<file path="config.mk">
export PLATFORM = sky130hd
export DESIGN_NAME = irq_vector_ctrl
export DESIGN_NICKNAME = d
export VERILOG_FILES = /design/src/rtl/irq_vec_pkg.sv /design/src/rtl/irq_pend_bank.sv /design/src/rtl/irq_prio_pick.sv /design/src/rtl/irq_cfg_regs.sv /design/src/rtl/irq_vector_ctrl.sv
export SDC_FILE = /design/constraint.sdc
export NUM_CORES = 1
export LEC_CHECK = 0
export ABC_AREA = 1
export BUFFER_PORTS_ARGS = -buffer_cell sky130_fd_sc_hd__buf_2
export CORE_MARGIN = 8
export CORE_UTILIZATION = 55
export DETAILED_ROUTE_END_ITERATION = 8
export PLACE_DENSITY = 0.8
export SETUP_SLACK_MARGIN = 0.05
export SYNTH_ARGS = -nofsm -noshare
export SYNTH_HDL_FRONTEND = slang
export SYNTH_HIERARCHICAL = 1
export SYNTH_SLANG_ARGS = --single-unit
</file>
<file path="constraint.sdc">
create_clock -name clk -period 2.9 [get_ports clk]
set_input_delay 0.435 -clock clk [delete_from_list [all_inputs] [get_ports clk]]
set_output_delay 0.435 -clock clk [all_outputs]
set_load 0.005 [all_outputs]
</file>
<file path="src/rtl/irq_vec_pkg.sv">
package irq_vec_pkg;

  typedef enum logic [1:0] {
    SEL_LVL_EN = 2'd0,
    SEL_GRP_EN = 2'd1,
    SEL_BASE   = 2'd2,
    SEL_NONE   = 2'd3
  } cfg_sel_e;

  // vector spacing: each level owns two address words
  localparam int unsigned VEC_SHIFT = 1;

endpackage

</file>
<file path="src/rtl/irq_pend_bank.sv">
module irq_pend_bank #(
  parameter int unsigned NUM_LEVELS = 8
) (
  input  logic                  clk,
  input  logic                  rst_n,
  input  logic [NUM_LEVELS-1:0] req,
  input  logic [NUM_LEVELS-1:0] clr,
  output logic [NUM_LEVELS-1:0] pend
);

  logic [NUM_LEVELS-1:0] req_q, req_d;
  logic [NUM_LEVELS-1:0] pend_q, pend_d;
  logic [NUM_LEVELS-1:0] rise;

  always_comb begin
    rise   = req & ~req_q;
    req_d  = req;
    // a fresh edge outranks the clear of the same level
    pend_d = (pend_q & ~clr) | rise;
  end

  always_ff @(posedge clk or negedge rst_n) begin
    if (!rst_n) begin
      req_q  <= '0;
      pend_q <= '0;
    end else begin
      req_q  <= req_d;
      pend_q <= pend_d;
    end
  end

  assign pend = pend_q;

  p_clr_onehot_r7: assert property (@(posedge clk) disable iff (!rst_n)
    $onehot0(clr));

  p_rise_sets_r2: assert property (@(posedge clk) disable iff (!rst_n)
    (|rise) |=> ((pend_q & $past(rise)) == $past(rise)));

  p_clear_drops_r7: assert property (@(posedge clk) disable iff (!rst_n)
    (|(clr & ~rise)) |=> ((pend_q & $past(clr & ~rise)) == '0));

  p_no_spurious_r2: assert property (@(posedge clk) disable iff (!rst_n)
    ((rise == '0) && (clr == '0)) |=> $stable(pend_q));

endmodule

</file>
<file path="src/rtl/irq_prio_pick.sv">
module irq_prio_pick #(
  parameter int unsigned NUM_LEVELS = 8,
  localparam int unsigned LVL_W = (NUM_LEVELS > 1) ? $clog2(NUM_LEVELS) : 1
) (
  input  logic [NUM_LEVELS-1:0] elig,
  output logic [NUM_LEVELS-1:0] grant,
  output logic [LVL_W-1:0]      win_idx,
  output logic                  any
);

  // seen[i] is high when some level below i is eligible
  logic [NUM_LEVELS:0] seen;

  assign seen[0] = 1'b0;

  for (genvar i = 0; i < NUM_LEVELS; i++) begin : g_lvl
    assign grant[i]  = elig[i] & ~seen[i];
    assign seen[i+1] = seen[i] | elig[i];
  end

  assign any = seen[NUM_LEVELS];

  always_comb begin
    win_idx = '0;
    for (int i = NUM_LEVELS - 1; i >= 0; i--) begin
      if (elig[i]) win_idx = LVL_W'(i);
    end
  end

endmodule

</file>
<file path="src/rtl/irq_cfg_regs.sv">
module irq_cfg_regs
  import irq_vec_pkg::*;
#(
  parameter int unsigned NUM_LEVELS = 8,
  parameter int unsigned ADDR_W     = 16
) (
  input  logic                  clk,
  input  logic                  rst_n,
  input  logic                  wr,
  input  logic [1:0]            sel,
  input  logic [ADDR_W-1:0]     wdata,
  output logic [NUM_LEVELS-1:0] lvl_en,
  output logic                  grp_en,
  output logic [ADDR_W-1:0]     base
);

  cfg_sel_e              sel_e;
  logic [NUM_LEVELS-1:0] lvl_en_q, lvl_en_d;
  logic                  grp_en_q, grp_en_d;
  logic [ADDR_W-1:0]     base_q, base_d;
  logic                  lvl_ce, grp_ce, base_ce;

  always_comb begin
    sel_e    = cfg_sel_e'(sel);
    lvl_ce   = wr && (sel_e == SEL_LVL_EN);
    grp_ce   = wr && (sel_e == SEL_GRP_EN);
    base_ce  = wr && (sel_e == SEL_BASE);
    lvl_en_d = wdata[NUM_LEVELS-1:0];
    grp_en_d = wdata[0];
    base_d   = wdata;
  end

  always_ff @(posedge clk or negedge rst_n) begin
    if (!rst_n) begin
      lvl_en_q <= '0;
      grp_en_q <= 1'b0;
      base_q   <= '0;
    end else begin
      if (lvl_ce)  lvl_en_q <= lvl_en_d;
      if (grp_ce)  grp_en_q <= grp_en_d;
      if (base_ce) base_q   <= base_d;
    end
  end

  assign lvl_en = lvl_en_q;
  assign grp_en = grp_en_q;
  assign base   = base_q;

  p_unused_sel_r11: assert property (@(posedge clk) disable iff (!rst_n)
    (wr && sel == 2'd3) |=> ($stable(lvl_en_q) && $stable(grp_en_q) && $stable(base_q)));

  p_base_load_r11: assert property (@(posedge clk) disable iff (!rst_n)
    (wr && sel == 2'd2) |=> (base_q == $past(wdata)));

endmodule

</file>
<file path="src/rtl/irq_vector_ctrl.sv">
module irq_vector_ctrl
  import irq_vec_pkg::*;
#(
  parameter int unsigned NUM_LEVELS = 8,
  parameter int unsigned ADDR_W     = 16
) (
  input  logic                  clk,
  input  logic                  rst_n,
  input  logic [NUM_LEVELS-1:0] irq_req,
  input  logic                  ack,
  input  logic                  cfg_wr,
  input  logic [1:0]            cfg_addr,
  input  logic [ADDR_W-1:0]     cfg_wdata,
  input  logic                  chain_in,
  output logic                  chain_out,
  output logic                  irq_out,
  output logic [ADDR_W-1:0]     vec_addr
);

  localparam int unsigned LVL_W = (NUM_LEVELS > 1) ? $clog2(NUM_LEVELS) : 1;

  logic [NUM_LEVELS-1:0] pend, lvl_en, elig, grant, clr;
  logic                  grp_en, any_elig, take;
  logic [ADDR_W-1:0]     base, offset;
  logic [LVL_W-1:0]      win_idx;

  irq_cfg_regs #(.NUM_LEVELS(NUM_LEVELS), .ADDR_W(ADDR_W)) u_cfg (
    .clk    (clk),
    .rst_n  (rst_n),
    .wr     (cfg_wr),
    .sel    (cfg_addr),
    .wdata  (cfg_wdata),
    .lvl_en (lvl_en),
    .grp_en (grp_en),
    .base   (base)
  );

  irq_pend_bank #(.NUM_LEVELS(NUM_LEVELS)) u_pend (
    .clk   (clk),
    .rst_n (rst_n),
    .req   (irq_req),
    .clr   (clr),
    .pend  (pend)
  );

  irq_prio_pick #(.NUM_LEVELS(NUM_LEVELS)) u_pick (
    .elig    (elig),
    .grant   (grant),
    .win_idx (win_idx),
    .any     (any_elig)
  );

  always_comb begin
    elig      = pend & lvl_en & {NUM_LEVELS{grp_en}};
    irq_out   = chain_in & any_elig;
    chain_out = chain_in & ~any_elig;
    take      = ack & irq_out;
    clr       = take ? grant : '0;
    offset    = ADDR_W'(win_idx) << VEC_SHIFT;
    vec_addr  = irq_out ? (base + offset) : '0;
  end

  p_chain_gate_r9: assert property (@(posedge clk) disable iff (!rst_n)
    chain_out |-> chain_in);

  p_chain_excl_r9: assert property (@(posedge clk) disable iff (!rst_n)
    !(irq_out && chain_out));

  p_group_gate_r6: assert property (@(posedge clk) disable iff (!rst_n)
    irq_out |-> grp_en);

  p_idle_vec_r4: assert property (@(posedge clk) disable iff (!rst_n)
    !irq_out |-> (vec_addr == '0));

  p_idle_ack_r8: assert property (@(posedge clk) disable iff (!rst_n)
    (ack && !irq_out) |-> (clr == '0));

endmodule

</file>
==> results.py <==
metrics = {
    "logic_synthesis": {
        "ys_types": 26,
        "synth-seq-area-share_pct": 41.82,
        "syn_area_per_cell_um2": 6.835,
        "syn_area_um2": 2454,
        "yosys_warnings": 6,
        "ys_ff_latch": 41,
        "synth.net_count": 394,
        "syn_inst": 359,
    },
    "clock_network": {
        "cts_buffers": 5,
        "cts_tree": "built",
        "root_buffer": "clkbuf_8",
        "numClockSinks": 41,
        "cts.path.max_buffers": 2,
        "cts_max_level": 2,
        "clk_latency_ps": 290,
        "postCtsHoldBufs": 0,
        "worst_setup_hold_path_clk_slew_ps": 80,
    },
    "detailed_routing": {
        "vias_per_cell": 5.294,
        "drc": 0,
        "first_pass_iters": 5,
        "dr_total_vias": 2520,
        "finalWirelength_um": 6548,
        "drt_iter0_drc": 233,
        "ant_nets": 0,
        "wl_per_cell_um": 13.76,
    },
    "cells_and_area": {
        "diodes": 0,
        "drive_gt1_share_pct": 26.18,
        "design_area_um2": 3035,
        "final_common_cell": "nand2_1",
        "regArea_um2": 1026,
        "area_delta_synth_final_pct": 23.71,
        "layout_common_cells": "nand2_1, inv_1, buf_2",
        "nNetsFinal": 458,
        "multiInputGateArea_um2": 1236,
        "nFillCells": 373,
    },
    "sta": {
        "fin_crit_ps": 2980,
        "setup_slack_ps": -79.55,
        "fmax_ghz": 0.3356,
        "slew_headroom_pct": 41.80,
        "rsz0062_at_grt": "true",
        "fin_setup_tns_ps": -194.2,
        "hold_viol": 0,
        "worst_pin_slew_ps": 873.0,
        "skew_ps": 4.088,
        "slew_violations": 0,
        "min_period_over_period_pct": 102.7,
        "finalSetupViolations": 4,
    },
    "global_route": {
        "grt-ovfl-total": 0,
        "grt_pass1_vias": 2346,
        "grt_max_degree": 42,
        "grt_use_total_pct": 20.56,
        "antenna_found_initial": 0,
        "grt_pass1_wl_um": 10830,
    },
    "setup_path": {
        "worstPathArrival_ps": 3160,
        "path_cells": "inv_4 -> nor2_4 -> inv_2 -> buf_4 -> buf_4 -> buf_4 -> buf_4 -> buf_4 -> buf_4 -> buf_4 -> buf_4 -> buf_4 -> buf_4 -> buf_4 -> buf_4 -> buf_4 -> buf_4 -> nor2_1 -> inv_1 -> nor2_1 -> inv_1 -> nand2_1 -> nand2_1",
        "critPathKind": "reg2reg",
        "slowest_stage": "dfrtp_1",
        "max_stage_delay_ps": 390,
        "start_kind": "flip-flop",
        "end_kind": "flip-flop",
        "cp_max_fo": 8,
        "required_ps": 3080,
        "crit_path_frequent_cell": "buf_4",
    },
    "placed_design": {
        "place_congestion": 0.8762,
        "io_buffers": 48,
        "dp.final_hpwl_um": 4312,
        "placed_area_um2": 2696,
        "preCtsSetupSlack_ps": 83.98,
    },
    "floorplan": {
        "initial_core_util_pct": 56.74,
        "dieArea_um2": 6854,
        "core-area_um2": 4324,
        "die_h_um": 82.79,
        "rows": 24,
        "die_w_um": 82.79,
        "ioPinCount": 49,
    },
    "min_path": {
        "min_path_type": "in2async",
    },
    "pwr": {
        "vdd_drop_max_mv": 0.4519,
        "powerDensity_nw_per_um2": 582.8,
        "p_leak_uw": 0.001639,
    },
    "outcome": {
        "outcome": "finished with violations",
        "violations": "setup timing",
    },
    "flow_run": {
        "cap_violations": 0,
    },
}
==> registers in the layout, indices dropped and copies added (netlist names) <==
| signal | cells |
|---|---|
| u_pend/pend | 8 |
| u_cfg/grp_en | 1 |
| u_pend/req_q | 8 |
| u_cfg/lvl_en | 8 |
| u_cfg/base | 16 |
==> critical path, delay by kind of cell, from the launching register on <==
| family | cells | cell delay [ps] |
|---|---|---|
| and+or+nand+nor | 5 | 470 |
| buffers and inverters | 18 | 2000 |
| DFF | 1 | 390 |
==> final timing paths <==
path / start / end / slack (ps) / cells after the start
max: u_cfg/grp_en / u_pend/pend[6] / -80 / 23
min: rst_n / u_cfg/base[0] / 250 / 1
max reg2reg: u_cfg/grp_en / u_pend/pend[6] / -80 / 23
min reg2reg: u_pend/req_q[0] / u_pend/pend[0] / 480 / 3
max in group asynchronous: rst_n / u_pend/req_q[2] / 2100 / 1
min in group clk: irq_req[7] / u_pend/req_q[7] / 250 / 1
==> layout make-up <==
class | instances | share of cell area (%)
multi-input cells | 254 | 40.73
clock buffers | 6 | 2.721
flip-flops and latches | 41 | 33.80
repair buffers | 67 | 12.61
well taps | 52 | 2.143
clock inverters | 2 | 1.237
inverters | 54 | 6.760
==> metrics by stage <==
| stage | total power, uW | hold WS [ps] | utilization, % | instances |
|---|---|---|---|---|
| 2_1_floorplan | 1026 | 139.4 | - | 359 |
| 3_3_place_gp | 1174 | 455.0 | 62.36 | 450 |
| 3_5_place_dp | 1185 | 459.6 | 62.36 | 450 |
| 4_1_cts | 1751 | 244.8 | 70.02 | 476 |
| 5_1_grt | 1891 | 236.5 | 70.20 | 476 |
| 6_report | 1769 | 250.8 | 70.20 | 476 |
==> what timing repair did <==
item / 4_1_cts / 5_1_grt
cloned: 0 / 0
setup buffers: 18 / 0
gates resized for setup: 28 / 3
pin swaps: 6 / 0
endpoints found under the hold margin: 0 / 0
endpoints found under the setup margin: 13 / 15
==> cells by family (layout without fill, tap and decap cells) <==
| family | after synthesis | in the layout | synth area share [%] |
|---|---|---|---|
| adders and majority gates | 4 | 4 | 2.346 |
| xor gates and xnor gates | 1 | 1 | 0.3570 |
| DFF | 41 | 41 | 41.82 |
| and+or+nand+nor | 237 | 237 | 41.66 |
| AOI/OAI and AO/OA | 12 | 12 | 2.703 |
| buffers and inverters | 64 | 129 | 11.12 |
==> per-layer routing <==
layer  wire, um  global-route usage (%)  vias to the layer above
li1           -                       -                     1229
met2       2995                   31.78                      126
met4        183                   8.448                        0
met1       2808                   26.45                     1140
met3        560                   5.927                       25
met5          0                       0                        -
==> synthesized netlist by cell type <==
cell type | instances | share of area (%)
nand2_1 | 131 | 20
nor2_1 | 54 | 8.3
inv_1 | 53 | 8.1
dfrtp_1 | 41 | 42
nand3_1 | 20 | 4.1
nand4_1 | 19 | 4.8
a21oi_1 | 6 | 1.2
buf_2 | 4 | 0.82
buf_4 | 4 | 1.2
ha_1 | 3 | 1.5
nand2_2 | 3 | 0.76
nor2_2 | 3 | 0.76
nor2_4 | 3 | 1.4
o21ai_0 | 3 | 0.61
a211oi_1 | 1 | 0.31
a31oi_1 | 1 | 0.26
and2_1 | 1 | 0.26
buf_8 | 1 | 0.61
clkbuf_2 | 1 | 0.20
fa_1 | 1 | 0.82
inv_2 | 1 | 0.15
nand3_4 | 1 | 0.71
nand3b_1 | 1 | 0.31
o21bai_1 | 1 | 0.31
or2_1 | 1 | 0.26
xor2_1 | 1 | 0.36
==> where the power goes <==
part           switching [uW]  internal (uW)  total, uW
clock network             199            280        479
logic                     348            231        579
registers                70.5            641        711
Power figures use the tool's default switching activity.
